==> src/rtl/srb_pkg.sv <==
package srb_pkg;
  typedef enum logic [1:0] {
    SRC_WIDE_FN = 2'd0,
    SRC_CARRY   = 2'd1,
    SRC_WMUX    = 2'd2,
    SRC_BYPASS  = 2'd3
  } dual_src_e;

  typedef enum logic {
    PSRC_NARROW = 1'b0,
    PSRC_BYPASS = 1'b1
  } plain_src_e;
endpackage

==> src/rtl/srb_dsel.sv <==
module srb_dsel
  import srb_pkg::*;
#(
  parameter int unsigned N = 4
) (
  input  logic [2*N-1:0] sel,
  input  logic [N-1:0]   wide_fn,
  input  logic [N-1:0]   carry,
  input  logic [N-1:0]   wmux,
  input  logic [N-1:0]   byp,
  output logic [N-1:0]   d
);
  for (genvar i = 0; i < N; i++) begin : g_sel
    always_comb begin
      unique case (dual_src_e'(sel[2*i +: 2]))
        SRC_WIDE_FN: d[i] = wide_fn[i];
        SRC_CARRY:   d[i] = carry[i];
        SRC_WMUX:    d[i] = wmux[i];
        default:     d[i] = byp[i];
      endcase
    end
  end
endmodule

==> src/rtl/srb_cell.sv <==
module srb_cell #(
  parameter bit LATCH = 1'b0,
  parameter bit ASYNC = 1'b0,
  parameter bit INIT  = 1'b0
) (
  input  logic gclk,
  input  logic ce,
  input  logic sr,
  input  logic d,
  output logic q
);
  logic q_r = INIT;

  if (LATCH && ASYNC) begin : g_lat_async
    always_latch begin
      if (sr)              q_r <= INIT;
      else if (gclk && ce) q_r <= d;
    end
  end else if (LATCH) begin : g_lat_sync
    always_latch begin
      if (gclk && (sr || ce)) q_r <= sr ? INIT : d;
    end
  end else if (ASYNC) begin : g_ff_async
    always_ff @(posedge gclk or posedge sr) begin
      if (sr)      q_r <= INIT;
      else if (ce) q_r <= d;
    end
  end else begin : g_ff_sync
    always_ff @(posedge gclk) begin
      if (sr)      q_r <= INIT;
      else if (ce) q_r <= d;
    end
  end

  assign q = q_r;
endmodule

==> src/rtl/shared_ctl_regbank.sv <==
module shared_ctl_regbank
  import srb_pkg::*;
#(
  parameter int unsigned   N          = 4,
  parameter bit            DUAL_LATCH = 1'b0,
  parameter bit            SR_ASYNC   = 1'b0,
  parameter bit            CLK_INV    = 1'b0,
  parameter logic [N-1:0]  INIT_DUAL  = '0,
  parameter logic [N-1:0]  INIT_PLAIN = '0
) (
  input  logic           clk,
  input  logic           ce,
  input  logic           sr,
  input  logic [2*N-1:0] dual_sel,
  input  logic [N-1:0]   plain_sel,
  input  logic [N-1:0]   lut6_d,
  input  logic [N-1:0]   carry_d,
  input  logic [N-1:0]   wmux_d,
  input  logic [N-1:0]   lut5_d,
  input  logic [N-1:0]   byp_d,
  output logic [N-1:0]   dual_q,
  output logic [N-1:0]   plain_q
);
  logic         gclk;
  logic [N-1:0] dual_d;

  assign gclk = CLK_INV ? ~clk : clk;

  srb_dsel #(.N(N)) u_dsel (
    .sel     (dual_sel),
    .wide_fn (lut6_d),
    .carry   (carry_d),
    .wmux    (wmux_d),
    .byp     (byp_d),
    .d       (dual_d)
  );

  for (genvar i = 0; i < N; i++) begin : g_dual
    srb_cell #(.LATCH(DUAL_LATCH), .ASYNC(SR_ASYNC), .INIT(INIT_DUAL[i])) u_cell (
      .gclk (gclk),
      .ce   (ce),
      .sr   (sr),
      .d    (dual_d[i]),
      .q    (dual_q[i])
    );
  end

  if (DUAL_LATCH) begin : g_plain_off
    assign plain_q = INIT_PLAIN;
  end else begin : g_plain_on
    for (genvar i = 0; i < N; i++) begin : g_plain
      logic pd;
      assign pd = (plain_src_e'(plain_sel[i]) == PSRC_BYPASS) ? byp_d[i] : lut5_d[i];
      srb_cell #(.LATCH(1'b0), .ASYNC(SR_ASYNC), .INIT(INIT_PLAIN[i])) u_cell (
        .gclk (gclk),
        .ce   (ce),
        .sr   (sr),
        .d    (pd),
        .q    (plain_q[i])
      );
    end
  end
endmodule

==> config.mk <==
export PLATFORM = sky130hd
export DESIGN_NAME = shared_ctl_regbank
export DESIGN_NICKNAME = d
export VERILOG_FILES = /design/src/rtl/srb_pkg.sv /design/src/rtl/srb_dsel.sv /design/src/rtl/srb_cell.sv /design/src/rtl/shared_ctl_regbank.sv
export SDC_FILE = /design/constraint.sdc
export NUM_CORES = 1
export LEC_CHECK = 0
export ABC_AREA = 1
export BUFFER_PORTS_ARGS = -buffer_cell sky130_fd_sc_hd__buf_2
export CAP_MARGIN = 20
export CELL_PAD_IN_SITES_DETAIL_PLACEMENT = 0
export CELL_PAD_IN_SITES_GLOBAL_PLACEMENT = 1
export CORE_MARGIN = 2
export CORE_UTILIZATION = 25
export CTS_BUF_LIST = sky130_fd_sc_hd__clkbuf_16
export DETAILED_ROUTE_END_ITERATION = 10
export PLACE_DENSITY_LB_ADDON = 0.1
export RECOVER_POWER = 100
export SYNTH_ARGS = -nofsm -noshare
export SYNTH_HDL_FRONTEND = slang
export SYNTH_SLANG_ARGS = --single-unit
==> constraint.sdc <==
create_clock -name clk -period 1 [get_ports clk]
set_clock_uncertainty 0.05 [all_clocks]
set_input_delay 0.15 -clock clk [delete_from_list [all_inputs] [get_ports clk]]
set_output_delay 0.15 -clock clk [all_outputs]
set_load 0.005 [all_outputs]
---- After elaboration in Yosys (flattened, before gate mapping) ----
Cells that the tools add are included.
cells by class
  muxes and demuxes ....................... 8
  reductions and logical operators ........ 4
  eq/ne operators ......................... 8
operator list
  kind                                                  count
  one-hot mux 1 bit (3 select lines)                    4
  equality test 2 x 1 -> 1 bit (second input constant)  4
  equality test 2 bit (second input constant)           4
  zero test 2 bit                                       4
  two-way mux 1 bit                                     4
word-level totals
  bits in registers ....................... 8
  logic and storage cells ................. 28
  output and inout bits ................... 8
  bits of input ports ..................... 35

---- Logic depth before layout (Yosys ltp) ----
  depth in word-level cells ............... 2
  depth in mapped cells ................... 5
  depth with buffers taken out ............ 5

---- Hierarchy ----
Synthesis repeated with hierarchy kept, for this count alone.
second synthesis, totals
  cell total of the unflattened synthesis .. 124
  area total of the unflattened synthesis .. 625.6 µm²
by module, submodules not included
  module              seq. area each (µm²)  area each (µm²)  times used  cells an instance
  srb_cell            20.0                  45.0             8           7
  srb_dsel            0.0                   205.2            1           52
  shared_ctl_regbank  0.0                   60.1             1           16

---- Worst setup path after synthesis ----
No wires, ideal clock.
  kind .................................... register to register
  start point ............................. register, netlist name g_plain_on.g_plain[2].u_cell.q
  end point ............................... register g_plain_on.g_plain[2].u_cell.q_r
  required time ........................... 0.834 ns
  path buffers ............................ 0
  cell stages (with the launch flop) ...... 3
  setup time .............................. 0.116 ns
  data arrival time ....................... 0.485 ns
  setup slack ............................. 0.349 ns
  clock period less this slack ............ 0.651 ns
  cell sequence ........................... dfxtp_1 > o211ai_1 > inv_1
RTL lines
  item                  RTL line        RTL
  to (signal assigned)  srb_cell.sv:30  if (sr) q_r <= INIT;
  to (signal assigned)  srb_cell.sv:31  else if (ce) q_r <= d;
  to (decl)             srb_cell.sv:12  logic q_r = INIT;

---- Worst setup path after layout ----
  start point ............................. register g_plain_on.g_plain[1].u_cell.q_r
  end point ............................... output port plain_q[1]
RTL lines
  item                    RTL line                  RTL
  from (decl)             srb_cell.sv:12
  from (signal assigned)  srb_cell.sv:30
  from (signal assigned)  srb_cell.sv:31
  to (decl)               shared_ctl_regbank.sv:22  output logic [N-1:0] plain_q
No word-level cell between the ends.

==> summary.md <==
| Metric | Value |
|---|---|
| Final worst slack | `between 0.1 and 0.15 ns` |
| Final Setup Violations | `0` |
| Chip height | `about 50 um` |
| Initial core utilization | `around 27%` |
| Initial antenna violation count | `0` |
| Mux contribution to synthesized area | `0%` |
| Gate power share | `approximately 16%` |
| Layout cells sized above 1 | `about a third` |
| PortBufs | `between 40 and 50` |
| Worst path max stage delay | `roughly 0.32 ns` |
| Post-synthesis xor/xnor area fraction | `0%` |
| Largest net degree at the start of global routing | `17` |
| Multi-input gate area | `between 200 and 250 um^2` |
| Int Pwr | `between 0.0009 and 0.001 W` |
| Htree depth | `1` |
| Drt drc | `0` |
| Cts bufs inserted | `3` |
| Crit Path Category | `reg2out` |
| Worst vdd ir | `0.848 mV` |
| Yosys cell types | `9` |
| Post-Syn Area | `around 530 um^2` |
| Placer Congestion | `roughly 0.6` |
| Final HPWL DP | `between 900 and 1000 um` |
| Iter 0 DRT Violations | `5` |
| Worst slew pin tran | `0.260 ns` |
| # IOs | `43` |
| Final core utilization | `a little under 40%` |
| Compound-gate portion of the synthesized area | `13.2%` |
| RSZ-0062 raised after global routing | `no` |
| Number of synthesized register bits | `8` |
| Initial DRT Pass Iterations | `4` |
| Max-cap violations | `0` |
| Post-Route WL | `approximately 1200 um` |
| Required @ worst endpoint | `0.80 ns` |
| Crit Path Max Fanout | `2` |
| Worst Hold Margin | `0.185 ns` |
| Core box area | `just under 0.002 mm^2` |
| Switching power | `about 0.00024 W` |
| Slew HR | `between 80% and 90%` |
| Placed Cells incl. Taps | `between 100 and 150` |
| Largest family of logic cells by synthesized area | `simple AND/OR/NAND/NOR gates` |
| Startpoint class of the critical path | `register` |
| DR vias/cell | `approximately 4` |
| Buffers and inverters on the worst path | `1` |
| Hold WC Path Type | `in2reg` |
| Capturing point of the worst reg2reg path | `g_plain_on.g_plain[2].u_cell.q` |
| Die span in x | `~50 um` |
| Seq. cell area | `between 150 and 200 um^2` |
| Commonest non-fill, non-tap cell in the layout | `buf_2` |
| R2R depth | `2` |
| Fmax | `1.16 GHz` |
| Worst path arrival time | `0.67 ns` |
| Hold Path End | `g_dual[1].u_cell.q` |
| Crit. End Element | `output port` |
| TritonCTS clock tree | `yes` |
| Finished Layout Cells | `between 100 and 150` |
| Net count after synthesis | `~120` |
| Setup slack, reg-to-reg | `between 0.3 and 0.4 ns` |
| Vias in the first global route | `530` |
| First-pass GRT wire length | `2020 um` |
| Register share of total power | `29.9%` |
| Pwr per Cell Area | `roughly 1500 mW/mm^2` |
| Placement Setup Slack | `around 0.17 ns` |
| Final min period | `around 0.87 ns` |
| Leak | `between 0.4 and 0.5 nW` |
| Worst r2r src | `g_plain_on.g_plain[2].u_cell.q` |
| Worst-path clk slew | `0.03 ns` |
| Clock Tree Buf Depth | `2` |
| Area growth syn-to-layout | `45.5%` |
| Pins over their slew limit | `0` |
| Final Hold Fails | `0` |
| Ant diodes | `0` |
| DR vias | `596` |
| Clk root buf | `clkbuf_16` |
| Clock power share | `a little over half` |
| Post-synthesis instance total | `between 80 and 90` |
| CTS resizes | `0` |
| Site Rows | `16` |
| ANT nets after route | `0` |
| Worst-Skew Late Latency | `0.23 ns` |
| Post-synthesis simple-gate area fraction | `around 31%` |
| Register area share after synthesis | `a little over 30%` |
| Sw frac | `between 15 and 20%` |
| Wire per inst | `7.82 um` |
| Critical path cell sequence | `clkbuf_1` |
| Clk sinks | `8` |
| Synth Area in Adders | `0%` |
| Total track usage | `a little over a tenth` |
| Worst path slowest cell | `dfxtp_1` |
| Worst hold start | `dual_sel[3]` |
| YS warnings | `0` |
| Highest-count cells in the layout ignoring fill and taps | `buf_2 (37), nand2_1 (28), inv_1 (17), nand3_1 (12), dfxtp_1 (8)` |
| Setup TNS | `0 ns` |
| Period Utilization, post-route | `between 80% and 90%` |
| Post-CTS setup buffer count | `0` |
| Hold Path Cell Cnt | `4` |
| Filler cells | `231` |
| Crit path max-delay family | `flip-flops` |
| DIE AREA | `approximately 0.0025 mm^2` |
| Avg Inst Size Synth | `just over 6 um^2` |
| Congestion Overflow GR | `0` |
| Status | `complete, no violations` |
| Fin nets | `roughly 160` |
| Cts-stage hold buffer count | `0` |
state kept, by name, indices dropped and copies added (netlist names):
register	cells
g_plain_on.g_plain.u_cell.q	4
g_dual.u_cell.q	4
cell families after synthesis:
family	Yosys count
and+or+nand+nor	40
buffers and inverters	26
AOI/OAI and AO/OA	12
DFF	8
power by group through the flow:
stage	Sequential [W]	Combinational, W	Clock [W]
after global routing	0.000360	0.000218	0.000698
final	0.000356	0.000186	0.000650
after CTS	0.000356	0.000195	0.000669
after floorplan	0.000359	0.000119	0
after global placement	0.000361	0.000191	0
after detailed placement	0.000361	0.000194	0
routing by layer:
metal	track usage (%)	wire length (um)
met5	0	0
met4	5.56	0
met3	3.03	79
met2	18.2	521
met1	11.2	564
worst max path at each step:
stage | from | to | slack, ns | depth (start not counted)
CTS | g_plain_on.g_plain[2].u_cell.q | plain_q[2] | 0.13 | 1
global placement | ce | g_plain_on.g_plain[3].u_cell.q | 0.20 | 4
finish | g_plain_on.g_plain[1].u_cell.q | plain_q[1] | 0.13 | 1
global route | g_dual[0].u_cell.q | dual_q[0] | 0.08 | 1
detailed placement | sr | g_dual[0].u_cell.q | 0.17 | 4
floorplan | g_plain_on.g_plain[2].u_cell.q | g_plain_on.g_plain[2].u_cell.q | 0.35 | 2
layout make-up:
type,instances,share of cell area (%)
Clock buffer,3,9.72
Inverter,17,8.27
Multi-Input combinational cell,52,30.5
Sequential cell,8,20.7
Tap cell,27,4.38
Timing Repair Buffer,42,26.4
cell usage after synthesis:
cell,number,share of area [%]
nand3_1,12,11
inv_1,17,12
nand2_1,28,20
dfxtp_1,8,30
buf_6,1,2.1
o211ai_1,4,5.7
buf_4,8,11
a21oi_1,4,3.8
o21ai_0,4,3.8
per-stage QoR:
| stage | power (W) | instance area (um^2) |
|---|---|---|
| global placement | 0.000552 | 703 |
| detailed placement | 0.000554 | 703 |
| floorplan | 0.000478 | 531 |
| global route | 0.00128 | 772 |
| finish | 0.00119 | 772 |
| CTS | 0.00122 | 778 |
Power figures use the tool's default switching activity.
